**config.mk**
```make
export PLATFORM = sky130hd
export DESIGN_NAME = spiclk_gen
export DESIGN_NICKNAME = d
export VERILOG_FILES = /design/src/rtl/spiclk_pkg.sv /design/src/rtl/spiclk_cs_mux.sv /design/src/rtl/spiclk_div_decode.sv /design/src/rtl/spiclk_phase_gen.sv /design/src/rtl/spiclk_gen.sv
export SDC_FILE = /design/constraint.sdc
export NUM_CORES = 1
export LEC_CHECK = 0
export BUFFER_PORTS_ARGS = -buffer_cell sky130_fd_sc_hd__buf_2
export CORE_ASPECT_RATIO = 0.5
export CORE_UTILIZATION = 41
export CTS_BUF_LIST = sky130_fd_sc_hd__clkbuf_4 sky130_fd_sc_hd__clkbuf_8 sky130_fd_sc_hd__clkbuf_16
export CTS_CLUSTER_SIZE = 16
export DETAILED_ROUTE_END_ITERATION = 6
export GPL_TIMING_DRIVEN = 1
export MAX_ROUTING_LAYER = met4
export PLACE_DENSITY = 0.95
export RECOVER_POWER = 25
export SETUP_SLACK_MARGIN = 0.4
export SLEW_MARGIN = 10
export SYNTH_ARGS = -nofsm -noshare
export SYNTH_HDL_FRONTEND = slang
export SYNTH_SLANG_ARGS = --single-unit
```
**constraint.sdc**
```tcl
create_clock -name clk -period 5.95 [get_ports clk]
set_clock_uncertainty 0.1 [all_clocks]
set_input_delay 0.2975 -clock clk [delete_from_list [all_inputs] [get_ports clk]]
set_output_delay 0.2975 -clock clk [all_outputs]
set_load 0.02 [all_outputs]
```
**src/rtl/spiclk_pkg.sv**
```systemverilog
`timescale 1ns/1ps
package spiclk_pkg;

    typedef enum logic [1:0] {
        DIV_BASIC    = 2'd0,
        DIV_PRESCALE = 2'd1,
        DIV_COARSE   = 2'd2
    } div_variant_e;

    localparam int CFG_W        = 32;
    localparam int CODE_W       = 4;
    localparam int FINE_LSB     = 8;
    localparam int PRESCALE_BIT = 13;
    localparam int COARSE_LSB   = 24;
    localparam int FINE_MAX     = 1 << CODE_W;
    localparam int MAX_DIV      = FINE_MAX * FINE_MAX;
    localparam int DIV_W        = $clog2(MAX_DIV + 1);

    localparam logic [CFG_W-1:0] CFG_DEFAULT = 32'h0000_0400;

    typedef struct packed {
        logic [CODE_W-1:0] coarse;
        logic              prescale;
        logic [CODE_W-1:0] fine;
    } div_fields_t;

    // Permuted code to divisor: divisor-1 = {~c[2:0], ~c[3]}
    function automatic logic [CODE_W:0] fine_divisor(input logic [CODE_W-1:0] code);
        logic [CODE_W:0] m1;
        m1 = {1'b0, ~code[2:0], ~code[3]};
        return m1 + 1'b1;
    endfunction

    function automatic div_fields_t unpack_word(input logic [CFG_W-1:0] w);
        div_fields_t f;
        f.fine     = w[FINE_LSB +: CODE_W];
        f.prescale = w[PRESCALE_BIT];
        f.coarse   = w[COARSE_LSB +: CODE_W];
        return f;
    endfunction

endpackage

```
**src/rtl/spiclk_cs_mux.sv**
```systemverilog
`timescale 1ns/1ps
module spiclk_cs_mux
    import spiclk_pkg::*;
#(
    parameter int NUM_CS = 5,
    parameter int CS_W   = 3
) (
    input  logic [NUM_CS*CFG_W-1:0] cfg_words,
    input  logic [CS_W-1:0]         cs_sel,
    output div_fields_t             fields
);

    logic [CFG_W-1:0] word_arr [NUM_CS];
    logic [CFG_W-1:0] sel_word;
    logic             unused_bits;

    generate
        for (genvar i = 0; i < NUM_CS; i++) begin : g_split
            assign word_arr[i] = cfg_words[i*CFG_W +: CFG_W];
        end
    endgenerate

    always_comb begin
        sel_word = CFG_DEFAULT;
        for (int i = 0; i < NUM_CS; i++) begin
            if (cs_sel == CS_W'(i)) sel_word = word_arr[i];
        end
    end

    assign fields      = unpack_word(sel_word);
    assign unused_bits = ^{sel_word[31:28], sel_word[23:14], sel_word[12], sel_word[7:0]};

endmodule

```
**src/rtl/spiclk_div_decode.sv**
```systemverilog
`timescale 1ns/1ps
module spiclk_div_decode
    import spiclk_pkg::*;
#(
    parameter div_variant_e VARIANT = DIV_COARSE
) (
    input  div_fields_t       fields,
    output logic [DIV_W-1:0]  div_n
);

    logic [DIV_W-1:0] fine_n;
    logic [DIV_W-1:0] pre_n;
    logic [DIV_W-1:0] crs_n;

    always_comb begin
        fine_n = DIV_W'(fine_divisor(fields.fine));
        pre_n  = fields.prescale ? (fine_n << 2) : fine_n;
        crs_n  = fine_n + DIV_W'({fields.coarse, {CODE_W{1'b0}}});
        if (fields.coarse == '0 && fine_n == DIV_W'(1)) crs_n = DIV_W'(2);
        case (VARIANT)
            DIV_PRESCALE: div_n = pre_n;
            DIV_COARSE:   div_n = crs_n;
            default:      div_n = fine_n;
        endcase
    end

endmodule

```
**src/rtl/spiclk_phase_gen.sv**
```systemverilog
`timescale 1ns/1ps
module spiclk_phase_gen
    import spiclk_pkg::*;
(
    input  logic             clk,
    input  logic             rst,
    input  logic             run,
    input  logic [DIV_W-1:0] div_n,
    output logic             sclk,
    output logic             rise_stb,
    output logic             fall_stb
);

    logic [DIV_W-1:0] cnt;
    logic [DIV_W-1:0] pos;
    logic [DIV_W-1:0] half;
    logic [DIV_W-1:0] last;

    always_comb begin
        pos  = (cnt < div_n) ? cnt : '0;
        half = div_n >> 1;
        last = div_n - 1'b1;
    end

    always_ff @(posedge clk) begin
        if (rst || !run) begin
            cnt      <= '0;
            sclk     <= 1'b0;
            rise_stb <= 1'b0;
            fall_stb <= 1'b0;
        end else begin
            cnt      <= (pos == last) ? '0 : pos + 1'b1;
            sclk     <= (pos < half);
            rise_stb <= (pos == '0);
            fall_stb <= (pos == half);
        end
    end

endmodule

```
**src/rtl/spiclk_gen.sv**
```systemverilog
`timescale 1ns/1ps
module spiclk_gen
    import spiclk_pkg::*;
#(
    parameter int           NUM_CS  = 5,
    parameter div_variant_e VARIANT = DIV_COARSE,
    localparam int          CS_W    = (NUM_CS > 1) ? $clog2(NUM_CS) : 1
) (
    input  logic                    clk,
    input  logic                    rst,
    input  logic [NUM_CS*CFG_W-1:0] cfg_words,
    input  logic [CS_W-1:0]         cs_sel,
    input  logic                    run,
    output logic                    sclk,
    output logic                    rise_stb,
    output logic                    fall_stb
);

    div_fields_t      fields;
    logic [DIV_W-1:0] div_n;

    spiclk_cs_mux #(.NUM_CS(NUM_CS), .CS_W(CS_W)) u_mux (
        .cfg_words (cfg_words),
        .cs_sel    (cs_sel),
        .fields    (fields)
    );

    spiclk_div_decode #(.VARIANT(VARIANT)) u_dec (
        .fields (fields),
        .div_n  (div_n)
    );

    spiclk_phase_gen u_phase (
        .clk      (clk),
        .rst      (rst),
        .run      (run),
        .div_n    (div_n),
        .sclk     (sclk),
        .rise_stb (rise_stb),
        .fall_stb (fall_stb)
    );

endmodule

```
==> results.json, run 1 <==
{
  "avgSynthCellArea_sq_um": 7.98,
  "numPortBuffers": 48,
  "slew_violations": 0,
  "crit_path_end_kind": "register",
  "leakage_uw": 0.00111,
  "worstMarginPinSlew_ns": 0.673,
  "crit_path_max_fanout": 14,
  "synthFlopType": "dfxtp_1",
  "power_density_nw_per_um2": 144,
  "yosys.cell_types.count": 71,
  "final_nets": 514,
  "async_reset_ff_share_pct": 0,
  "vdd_drop_max_mv": 0.0806,
  "die_x_um": 104,
  "cts_tree": "yes",
  "drt_first_iter_violations": 168,
  "grt_start_max_net_pins": 18,
  "final.min_clock_period_ns": 5.24,
  "layout_common_cells": "buf_2 (43), a21oi_1 (25), nand2_1 (24)",
  "antenna_left": 0,
  "drc": 0,
  "clockBufferDepth": 2,
  "slew_headroom_pct": 55.1,
  "drv_cap": 0,
  "fmax_ghz": 0.191,
  "outcome": "complete, no violations",
  "core_area_sq_um": 4950,
  "drive_above_1_share_pct": 31.0,
  "gp_congestion": 0.908,
  "areaGrowthSynthToFinish_pct": 20.2,
  "hold_class": "in -> reg",
  "postRouteWirelength_um": 5860,
  "ys_seq_elements": 12,
  "place_area_sq_um": 2440,
  "required_ns": 6.00,
  "fp-row-count": 18,
  "fin_cells": 393,
  "root_buffer": "clkbuf_8",
  "synth_cells": 267,
  "fin_tns_setup_ns": 0,
  "hpwl_um": 4580,
  "place_inst": 384,
  "vias": 2331,
  "synth_edf_count": 0,
  "final_common_cell": "buf_2",
  "final-hold-violation-count": 0,
  "dieArea_sq_um": 5500,
  "htree_levels": 1,
  "routed_via_density": 5.93,
  "ioPinCount": 169,
  "grtUsageTotal_pct": 21.6,
  "cts.sinks": 12,
  "final_util_pct": 51.7,
  "die_height_um": 53.0,
  "setup_viol": 0,
  "cp-start-kind": "input port",
  "first_pass_iters": 7,
  "grt_pass1_wl_um": 9320,
  "yosysSeqAreaShare_pct": 11.3,
  "clk_latency_ns": 0.24,
  "cts.clk_slew.worst_paths_ns": 0.05,
  "fillers": 451,
  "cts_buffers": 3,
  "syn_nets": 456,
  "grt_pass1_vias": 2130,
  "crit_type": "in -> reg",
  "holdBufCountCts": 0,
  "antenna_found_initial": 0,
  "final_area_sq_um": 2560,
  "antenna_cells": 0,
  "synth_area_sq_um": 2130,
  "period_share_pct": 88.0,
  "ys_warn_count": 0,
  "wl_per_cell_um": 14.9,
  "rsz0062_at_grt": "no",
  "arrival_ns": 5.29,
  "start_util_pct": 43.0,
  "grt_overflow": 0
}
final timing paths:
kind,start,end,slack (ns),cells past startpoint
max,cs_sel[1],u_phase.sclk,0.71,28
min,rst,u_phase.cnt[6],0.34,4
max reg2reg,u_phase.cnt[8],u_phase.sclk,2.42,17
min reg2reg,u_phase.cnt[8],u_phase.cnt[8],0.59,2
per-layer routing:
| metal | up-vias | wire length (um) | GRT usage [%] |
|---|---|---|---|
| met1 | 1102 | 2540 | 25.5 |
| met4 | 0 | 76 | 7.86 |
| met2 | 97 | 2870 | 39.9 |
| li1 | 1124 | - | - |
| met5 | - | 0 | - |
| met3 | 8 | 367 | 1.85 |
cell type report:
| cell class | count | area, sq um | area share [%] |
|---|---|---|---|
| Timing Repair Buffer | 62 | 347 | 13.5 |
| Inverter | 10 | 51.3 | 2.00 |
| Tap cell | 70 | 87.6 | 3.42 |
| Sequential cell | 12 | 240 | 9.38 |
| Clock buffer | 3 | 41.3 | 1.61 |
| Multi-Input combinational cell | 236 | 1790 | 70.0 |
metrics by stage:
stage	total power (uW)	hold slack (ns)	setup slack, ns
after floorplan	241	0.476	0.606
after global placement	282	0.545	0.278
after detailed placement	286	0.562	0.144
after CTS	360	0.340	0.488
after global routing	394	0.403	0.412
final	369	0.345	0.713
state kept, by name, indices dropped and copies added, names as in the netlist:
signal            cells
u_phase.cnt           9
u_phase.rise_stb      1
u_phase.sclk          1
u_phase.fall_stb      1
cell usage after synthesis, types with 2 or more instances:
cell | count | share of area, %
nor2b_1 | 4 | 1.2
nand3b_1 | 6 | 2.1
nand2b_1 | 2 | 0.59
buf_6 | 5 | 2.6
nand4_1 | 7 | 2.1
nor3b_1 | 2 | 0.70
mux2_4 | 3 | 2.1
or2_2 | 4 | 1.2
nand2_1 | 24 | 4.2
o22ai_1 | 4 | 1.2
and4_1 | 2 | 0.82
nor3_1 | 4 | 0.94
xnor2_1 | 14 | 5.8
o21ai_0 | 14 | 3.3
nor4_1 | 3 | 0.88
dfxtp_1 | 12 | 11
buf_2 | 3 | 0.70
a21oi_1 | 26 | 6.1
o21ai_1 | 2 | 0.47
o21a_1 | 3 | 1.1
a21o_1 | 2 | 0.70
xor2_1 | 2 | 0.82
and3_1 | 5 | 1.5
and2_1 | 4 | 1.2
inv_1 | 8 | 1.4
a221oi_1 | 2 | 0.82
mux2i_1 | 8 | 3.8
a211oi_1 | 4 | 1.4
and2_4 | 2 | 0.82
a31o_2 | 2 | 0.82
nor2_1 | 13 | 2.3
nand3_1 | 10 | 2.4
ha_1 | 23 | 14
power by group:
| group | internal [uW] | total [uW] | leakage [uW] | switching (uW) |
|---|---|---|---|---|
| registers | 82.6 | 84.3 | 0.0000974 | 1.67 |
| logic | 93.9 | 213 | 0.000993 | 120 |
| clock network | 44.3 | 71.1 | 0.0000216 | 26.8 |
logic make-up (layout without fill, tap and decap cells):
kind of cell / Yosys count / in the layout / synth area share (%)
and+or+nand+nor: 105 / 105 / 29.8
AOI/OAI and AO/OA: 78 / 78 / 25.0
muxes: 13 / 13 / 6.93
adders and majority gates: 23 / 23 / 13.5
xor gates and xnor gates: 17 / 17 / 7.34
DFF: 12 / 12 / 11.3
buffers and inverters: 19 / 75 / 6.11
repair_timing:
action | in CTS | in global routing
setup buffers | 0 | 6
pin swaps | 0 | 2
gates resized for setup | 2 | 9
endpoints found under the setup margin | 1 | 8
endpoints found under the hold margin | 0 | 0
worst max-delay path, cell delays in order:
cell	delay, ns
buf_2	0.19
or2_2	0.37
nor3_1	0.18
a31o_2	0.19
ha_2	0.23
o211ai_2	0.15
inv_1	0.09
ha_1	0.16
ha_1	0.22
xnor2_2	0.14
nand2_1	0.13
ha_1	0.31
and4_1	0.25
o21ai_0	0.10
a21oi_1	0.19
nor2_1	0.08
a31o_2	0.28
and2_1	0.21
ha_1	0.29
nor2b_1	0.14
o21a_1	0.16
o21ai_0	0.13
nand2b_1	0.08
a21oi_1	0.19
nor2b_1	0.06
o21ai_0	0.14
nand2b_1	0.10
a211oi_2	0.23
Note: power is estimated with default switching activity, not from simulation.
==> run 2, diff against run 1 <==
--- a/config.mk
+++ b/config.mk
@@ -5,6 +5,7 @@
 export SDC_FILE = /design/constraint.sdc
 export NUM_CORES = 1
 export LEC_CHECK = 0
+export ABC_AREA = 1
 export BUFFER_PORTS_ARGS = -buffer_cell sky130_fd_sc_hd__buf_2
 export CORE_ASPECT_RATIO = 0.5
 export CORE_UTILIZATION = 41
==> run 2 against run 1 <==
  * Flip-flop and latch count stayed put
  * Sequential share of layout area grew 0.24 points
  * Clock-buffer cell count is 1 higher
  * Worst hold slack worse by 0.087 ns
  * Worst setup slack improved by 0.54 ns
  * Combinational power decreased by 16%
  * Synthesized cell count rose by 31%
  * Non-clock buffer count shrank 14
  * Die area up 1.7%
  * Largest power group unchanged
  * Highest routed layer unchanged
==> results.json, run 2 <==
{
  "fmax_ghz": 0.213,
  "leakage_uw": 0.00143,
  "final.min_clock_period_ns": 4.69,
  "synth_cells": 350,
  "drc": 0,
  "arrival_ns": 4.78,
  "crit-reg2reg-launch": "u_phase.cnt[2]",
  "async_reset_ff_share_pct": 0,
  "crit_family": "simple AND/OR/NAND/NOR gates",
  "cpPeakStageDelay_ns": 0.42,
  "cp_slowest_cell": "o221a_2",
  "drt_first_iter_violations": 172,
  "grt_start_max_net_pins": 17,
  "cts_resized": 0,
  "yosysSeqAreaShare_pct": 11.1,
  "synth_common_cells": "nand2_1 (80), inv_1 (52), nand3_1 (35), nor2_1 (35), nand4_1 (24)",
  "final_common_cell": "nand2_1",
  "slew_violations": 0,
  "ys_warn_count": 0,
  "first_pass_iters": 5,
  "fillers": 502,
  "clk_latency_ns": 0.24,
  "grt_pass1_vias": 2097,
  "final-hold-violation-count": 0,
  "fin_cells": 467,
  "synthTopCellsByArea": "nand2_1 (14%), ha_1 (13%), dfxtp_1 (11%)",
  "synth_area_sq_um": 2170,
  "worst-r2r-cell-count": 15,
  "r2r_setup_slack_ns": 2.88,
  "synthFlopType": "dfxtp_1",
  "holdBufCountCts": 0,
  "final_nets": 587,
  "avgSynthCellArea_sq_um": 6.19,
  "wl_per_cell_um": 11.7,
  "htree_levels": 1,
  "die_height_um": 53.4,
  "power_density_nw_per_um2": 141,
  "ys_seq_elements": 12,
  "synth_edf_count": 0,
  "max_flop_register": "u_phase.cnt",
  "final_area_sq_um": 2500,
  "setup.worst_path.start": "cs_sel[2]",
  "root_buffer": "clkbuf_8",
  "period_share_pct": 78.9,
  "start_util_pct": 43.3,
  "crit_path_end_kind": "register",
  "busiest_layer": "met2",
  "areaGrowthSynthToFinish_pct": 15.3,
  "setup_viol": 0,
  "path_common_cell": "ha_1",
  "cts.clk_slew.worst_paths_ns": 0.06,
  "yosysMostFrequentCell": "nand2_1",
  "worstMarginPinSlew_ns": 0.380,
  "crit_path_max_fanout": 16,
  "cts.sinks": 12,
  "drive_above_1_share_pct": 26.2,
  "grt_util_met1_pct": 24.3,
  "grtUsageMet3_pct": 1.85,
  "syn_nets": 539,
  "rsz0062_at_grt": "no",
  "largest_reg_flops": 9,
  "gp_congestion": 0.981,
  "cp.depth": 29,
  "grt_overflow": 0,
  "hold_class": "in -> reg",
  "place_area_sq_um": 2440,
  "antenna_found_initial": 0,
  "grtUsageMet2_pct": 38.3,
  "antenna_left": 0,
  "core_area_sq_um": 5000,
  "grtUsageTotal_pct": 20.4,
  "routed_via_density": 5.10,
  "dieArea_sq_um": 5600,
  "place_inst": 463,
  "path_buf_inv": 6,
  "layout_common_cells": "nand2_1 (80), inv_1 (52), buf_2 (45)",
  "vias": 2383,
  "whs_ns": 0.258,
  "die_x_um": 105,
  "postRouteWirelength_um": 5450,
  "cts_buffers": 3,
  "cts_tree": "yes",
  "slew_headroom_pct": 74.5,
  "ioPinCount": 169,
  "antenna_cells": 0,
  "numPortBuffers": 48,
  "crit_type": "in -> reg",
  "synth_top_cell_by_area": "nand2_1",
  "cp-start-kind": "input port",
  "setup.worst_path.end": "u_phase.sclk",
  "yosys.cell_types.count": 35,
  "fin_tns_setup_ns": 0,
  "netlist.area_leader.share_pct": 13.9,
  "vdd_drop_max_mv": 0.0592,
  "drv_cap": 0,
  "hpwl_um": 4550,
  "grt_pass1_wl_um": 8820,
  "reg2reg_to": "u_phase.sclk",
  "clockBufferDepth": 2,
  "post_cts_buffers": 0,
  "outcome": "complete, no violations",
  "fp-row-count": 18,
  "required_ns": 6.04
}
## run 2: cell types whose count changed in the layout (fill, tap and decap cells not counted), sizes merged, moves of 11 or more
cell / previous run / this run
nand2: 24 / 93
inv: 9 / 64
nor2: 14 / 50
nand3: 10 / 45
a21oi: 27 / 6
nand4: 7 / 26
xnor2: 15 / 0
buf: 57 / 45
o21ai: 17 / 6
## run 2: metrics by stage
| stage | utilization (%) | setup WS, ns | power, uW |
|---|---|---|---|
| 2_1_floorplan | - | 1.57 | 220 |
| 3_3_place_gp | 48.9 | 1.10 | 256 |
| 3_5_place_dp | 48.9 | 1.05 | 261 |
| 4_1_cts | 50.0 | 1.30 | 353 |
| 5_1_grt | 49.9 | 0.853 | 380 |
| 6_report | 49.9 | 1.26 | 352 |
## run 2: how the worst min path moves through the flow
stage | cells after the start | start | endpoint | slack, ns
6_report | 4 | rst | u_phase.sclk | 0.26
5_1_grt | 4 | rst | u_phase.sclk | 0.27
2_1_floorplan | 3 | rst | u_phase.sclk | 0.37
4_1_cts | 4 | rst | u_phase.sclk | 0.25
3_3_place_gp | 4 | rst | u_phase.sclk | 0.50
3_5_place_dp | 4 | rst | u_phase.sclk | 0.50
## run 2: cells by family (layout without fill, tap and decap cells)
logic type                 count (synthesis)  in the layout  share of synthesized area [%]
AOI/OAI and AO/OA                         17             17                           4.74
xor gates and xnor gates                   5              5                           2.02
adders and majority gates                 23             23                           13.3
buffers and inverters                     69            116                           13.3
DFF                                       12             12                           11.1
and+or+nand+nor                          224            224                           55.5
## run 2: cell type report
cell class                 instances  area (sq um)  share of cell area, %
multi-input combinational        269          1640                   65.6
sequential                        12           240                   9.62
inverter                          64           240                   9.62
timing repair buffer              48           236                   9.47
tap                               70          87.6                   3.51
clock buffer                       4          55.1                   2.21
## run 2: report_power, final
group          switching, uW  total (uW)  internal (uW)
registers               1.37        83.8           82.5
logic                    114         178           63.7
clock network           31.7        90.2           58.5
## run 2: metal layers
| metal | routed length, um | vias to the layer above |
|---|---|---|
| met1 | 2590 | 1048 |
| met2 | 2500 | 88 |
| met3 | 287 | 10 |
| met5 | 0 | - |
| met4 | 65 | 0 |
| li1 | - | 1237 |
## run 2: worst register-to-register path, delay by kind of cell (launching register included)
family,cells,cell delay (ns)
buffers and inverters,2,0.17
and+or+nand+nor,4,0.38
DFF,1,0.42
AOI/OAI and AO/OA,7,1.43
adders and majority gates,2,0.51
==> run 3, diff against run 2 <==
--- a/config.mk
+++ b/config.mk
@@ -5,16 +5,16 @@
 export SDC_FILE = /design/constraint.sdc
 export NUM_CORES = 1
 export LEC_CHECK = 0
-export ABC_AREA = 1
+export ABC_AREA = 0
 export BUFFER_PORTS_ARGS = -buffer_cell sky130_fd_sc_hd__buf_2
 export CORE_ASPECT_RATIO = 0.5
-export CORE_UTILIZATION = 41
+export CORE_UTILIZATION = 37
 export CTS_BUF_LIST = sky130_fd_sc_hd__clkbuf_4 sky130_fd_sc_hd__clkbuf_8 sky130_fd_sc_hd__clkbuf_16
 export CTS_CLUSTER_SIZE = 16
 export DETAILED_ROUTE_END_ITERATION = 6
 export GPL_TIMING_DRIVEN = 1
 export MAX_ROUTING_LAYER = met4
-export PLACE_DENSITY = 0.95
+export PLACE_DENSITY = 0.91
 export RECOVER_POWER = 25
 export SETUP_SLACK_MARGIN = 0.4
 export SLEW_MARGIN = 10
==> constraint.sdc (replaced) <==
create_clock -name clk -period 3.9 [get_ports clk]
set_clock_uncertainty 0.1 [all_clocks]
set_input_delay 0.195 -clock clk [delete_from_list [all_inputs] [get_ports clk]]
set_output_delay 0.195 -clock clk [all_outputs]
set_load 0.02 [all_outputs]
==> run 3 against run 2 <==
  * The flow now finishes with violations (negative setup slack)
  * Worst setup slack got worse by 1.9 ns
  * Sequential power increased by 55%
  * Clock-buffer cell count unchanged
  * Combinational power increased to 3.1 times the previous value
  * Core utilization increased by 19 points
  * Non-clock buffer count increased by 83
  * Sequential share of layout area decreased by 3.3 points
  * Worst hold slack got worse by 0.021 ns
  * Critical path type unchanged
==> results.json, run 3 (synthesis gave the netlist of run 1 again) <==
{
  "outcome": "finished with violations",
  "violations": "negative setup slack",
  "setup_viol": 12,
  "final_common_cell": "buf_4",
  "rsz0062_at_grt": "yes",
  "root_buffer": "clkbuf_16",
  "pwr-share-clk_pct": 23.6,
  "final-hold-violation-count": 0,
  "wl_per_cell_um": 21.1,
  "max_flop_register": "u_phase.cnt",
  "die_height_um": 55.6,
  "fin_cells": 466,
  "whs_ns": 0.237,
  "grtUsageTotal_pct": 32.2,
  "postRouteWirelength_um": 9830,
  "path_common_cell": "ha_4",
  "slew_headroom_pct": 56.0,
  "drv_cap": 0,
  "grt_overflow": 0,
  "cts.sinks": 12,
  "grt_pass1_vias": 2877,
  "routed_via_density": 6.18,
  "cp-start-kind": "input port",
  "antenna_cells": 0,
  "setup_ws_ns": -0.650,
  "cp_slowest_cell": "o31ai_4",
  "fp-row-count": 19,
  "final.min_clock_period_ns": 4.55,
  "power_frac_comb_pct": 61.8,
  "antenna_left": 0,
  "power_switching_uw": 345,
  "clockBufferDepth": 2,
  "core_area_sq_um": 5520,
  "arrival_ns": 4.61,
  "cts_tree": "yes",
  "crit_path_max_fanout": 5,
  "die_x_um": 109,
  "gp_congestion": 0.975,
  "largest_reg_flops": 9,
  "power_density_nw_per_um2": 235,
  "vias": 2881,
  "vdd_drop_max_mv": 0.150,
  "path_buf_inv": 3,
  "start_util_pct": 38.6,
  "crit_path_end_kind": "register",
  "place_inst": 438,
  "worstMarginPinSlew_ns": 0.659,
  "grt_pass1_wl_um": 14400,
  "period_share_pct": 117,
  "final_area_sq_um": 3790,
  "antenna_found_initial": 0,
  "hold_class": "in -> reg",
  "crit_type": "in -> reg",
  "drive_above_1_share_pct": 60.6,
  "clk_latency_ns": 0.24,
  "swShare_pct": 38.7,
  "areaGrowthSynthToFinish_pct": 77.9,
  "fin_tns_setup_ns": -4.37,
  "pwr-share-seq_pct": 14.6,
  "drc": 0,
  "cts_buffers": 3,
  "final_nets": 583,
  "first_pass_iters": 5,
  "crit_family": "compound AO/OA/AOI/OAI gates",
  "p_int_uw": 546,
  "hpwl_um": 5580,
  "layout_common_cells": "buf_4 (71), buf_2 (44), a21oi_2 (16), nand2_1 (16), ha_4 (13)",
  "required_ns": 3.96,
  "drt_first_iter_violations": 258,
  "dieArea_sq_um": 6080,
  "slew_violations": 0,
  "htree_levels": 1,
  "cpPeakStageDelay_ns": 0.29,
  "place_area_sq_um": 3060,
  "leakage_uw": 0.00161,
  "numPortBuffers": 48,
  "fmax_ghz": 0.220,
  "grt_start_max_net_pins": 11,
  "ioPinCount": 169,
  "cts.clk_slew.worst_paths_ns": 0.04,
  "final_util_pct": 68.7
}
-- run 3: changes by cell type in the layout (fill, tap and decap cells not counted), moves of 13 or more --
cell,previous run,this run
a21oi_2,0,16
buf_4,0,71
ha_1,23,9
ha_4,0,13
inv_1,52,4
nand2_1,80,16
nand3_1,35,10
nand4_1,24,7
nor2_1,35,9
-- run 3: worst register-to-register path, cell delays in order (launching register included) --
cell and delay (ns):
dfxtp_1 0.51, ha_1 0.33, a21oi_2 0.21, o21ai_2 0.12, a211oi_4 0.32, a31o_4 0.22, and2_4 0.16, ha_4 0.19
nor2b_1 0.12, o21a_1 0.17, o21ai_2 0.12, nand2b_1 0.09, a21oi_2 0.18, nor2b_1 0.08, o21ai_1 0.15, nand2b_1 0.10
a211oi_2 0.17
-- run 3: power groups by stage --
stage	clock network [uW]	registers, uW	logic (uW)
detailed placement	0	131	411
global route	217	130	576
finish	210	130	550
CTS	212	129	483
floorplan	0	133	267
global placement	0	131	397
-- run 3: worst paths after layout --
path / start / to / slack, ns / depth (start not counted)
worst min-delay path: rst / u_phase.cnt[6] / 0.24 / 4
worst min register to register: u_phase.cnt[8] / u_phase.cnt[8] / 0.63 / 2
worst max-delay path: cs_sel[0] / u_phase.sclk / -0.65 / 29
worst max register to register: u_phase.cnt[2] / u_phase.sclk / 0.48 / 16
-- run 3: through the flow --
| step | setup slack, ns | total power, uW |
|---|---|---|
| floorplan | -0.753 | 400 |
| global route | -0.802 | 923 |
| detailed placement | -0.783 | 542 |
| global placement | -0.633 | 529 |
| finish | -0.650 | 891 |
| CTS | -0.337 | 825 |
-- run 3: layer usage --
metal	global-route usage (%)	wire (um)
met4	19.8	648
met2	54.1	4610
met1	34.3	3560
met3	8.08	1020
met5	-	0
-- run 3: timing repair --
item | CTS | global route
buffers inserted | 17 | 3
setup endpoints to repair | 12 | 12
pin swaps | 27 | 13
hold endpoints to repair | 0 | 0
hold buffers | 0 | 0
resized for setup | 70 | 19
gates cloned | 4 | 0
-- run 3: layout make-up --
cell class | instances | area [sq um]
inverter | 10 | 47.5
multi-input combinational | 236 | 2300
fill | 349 | 1730
tap | 73 | 91.3
clock buffer | 4 | 88.8
timing repair buffer | 131 | 1020
sequential | 12 | 240
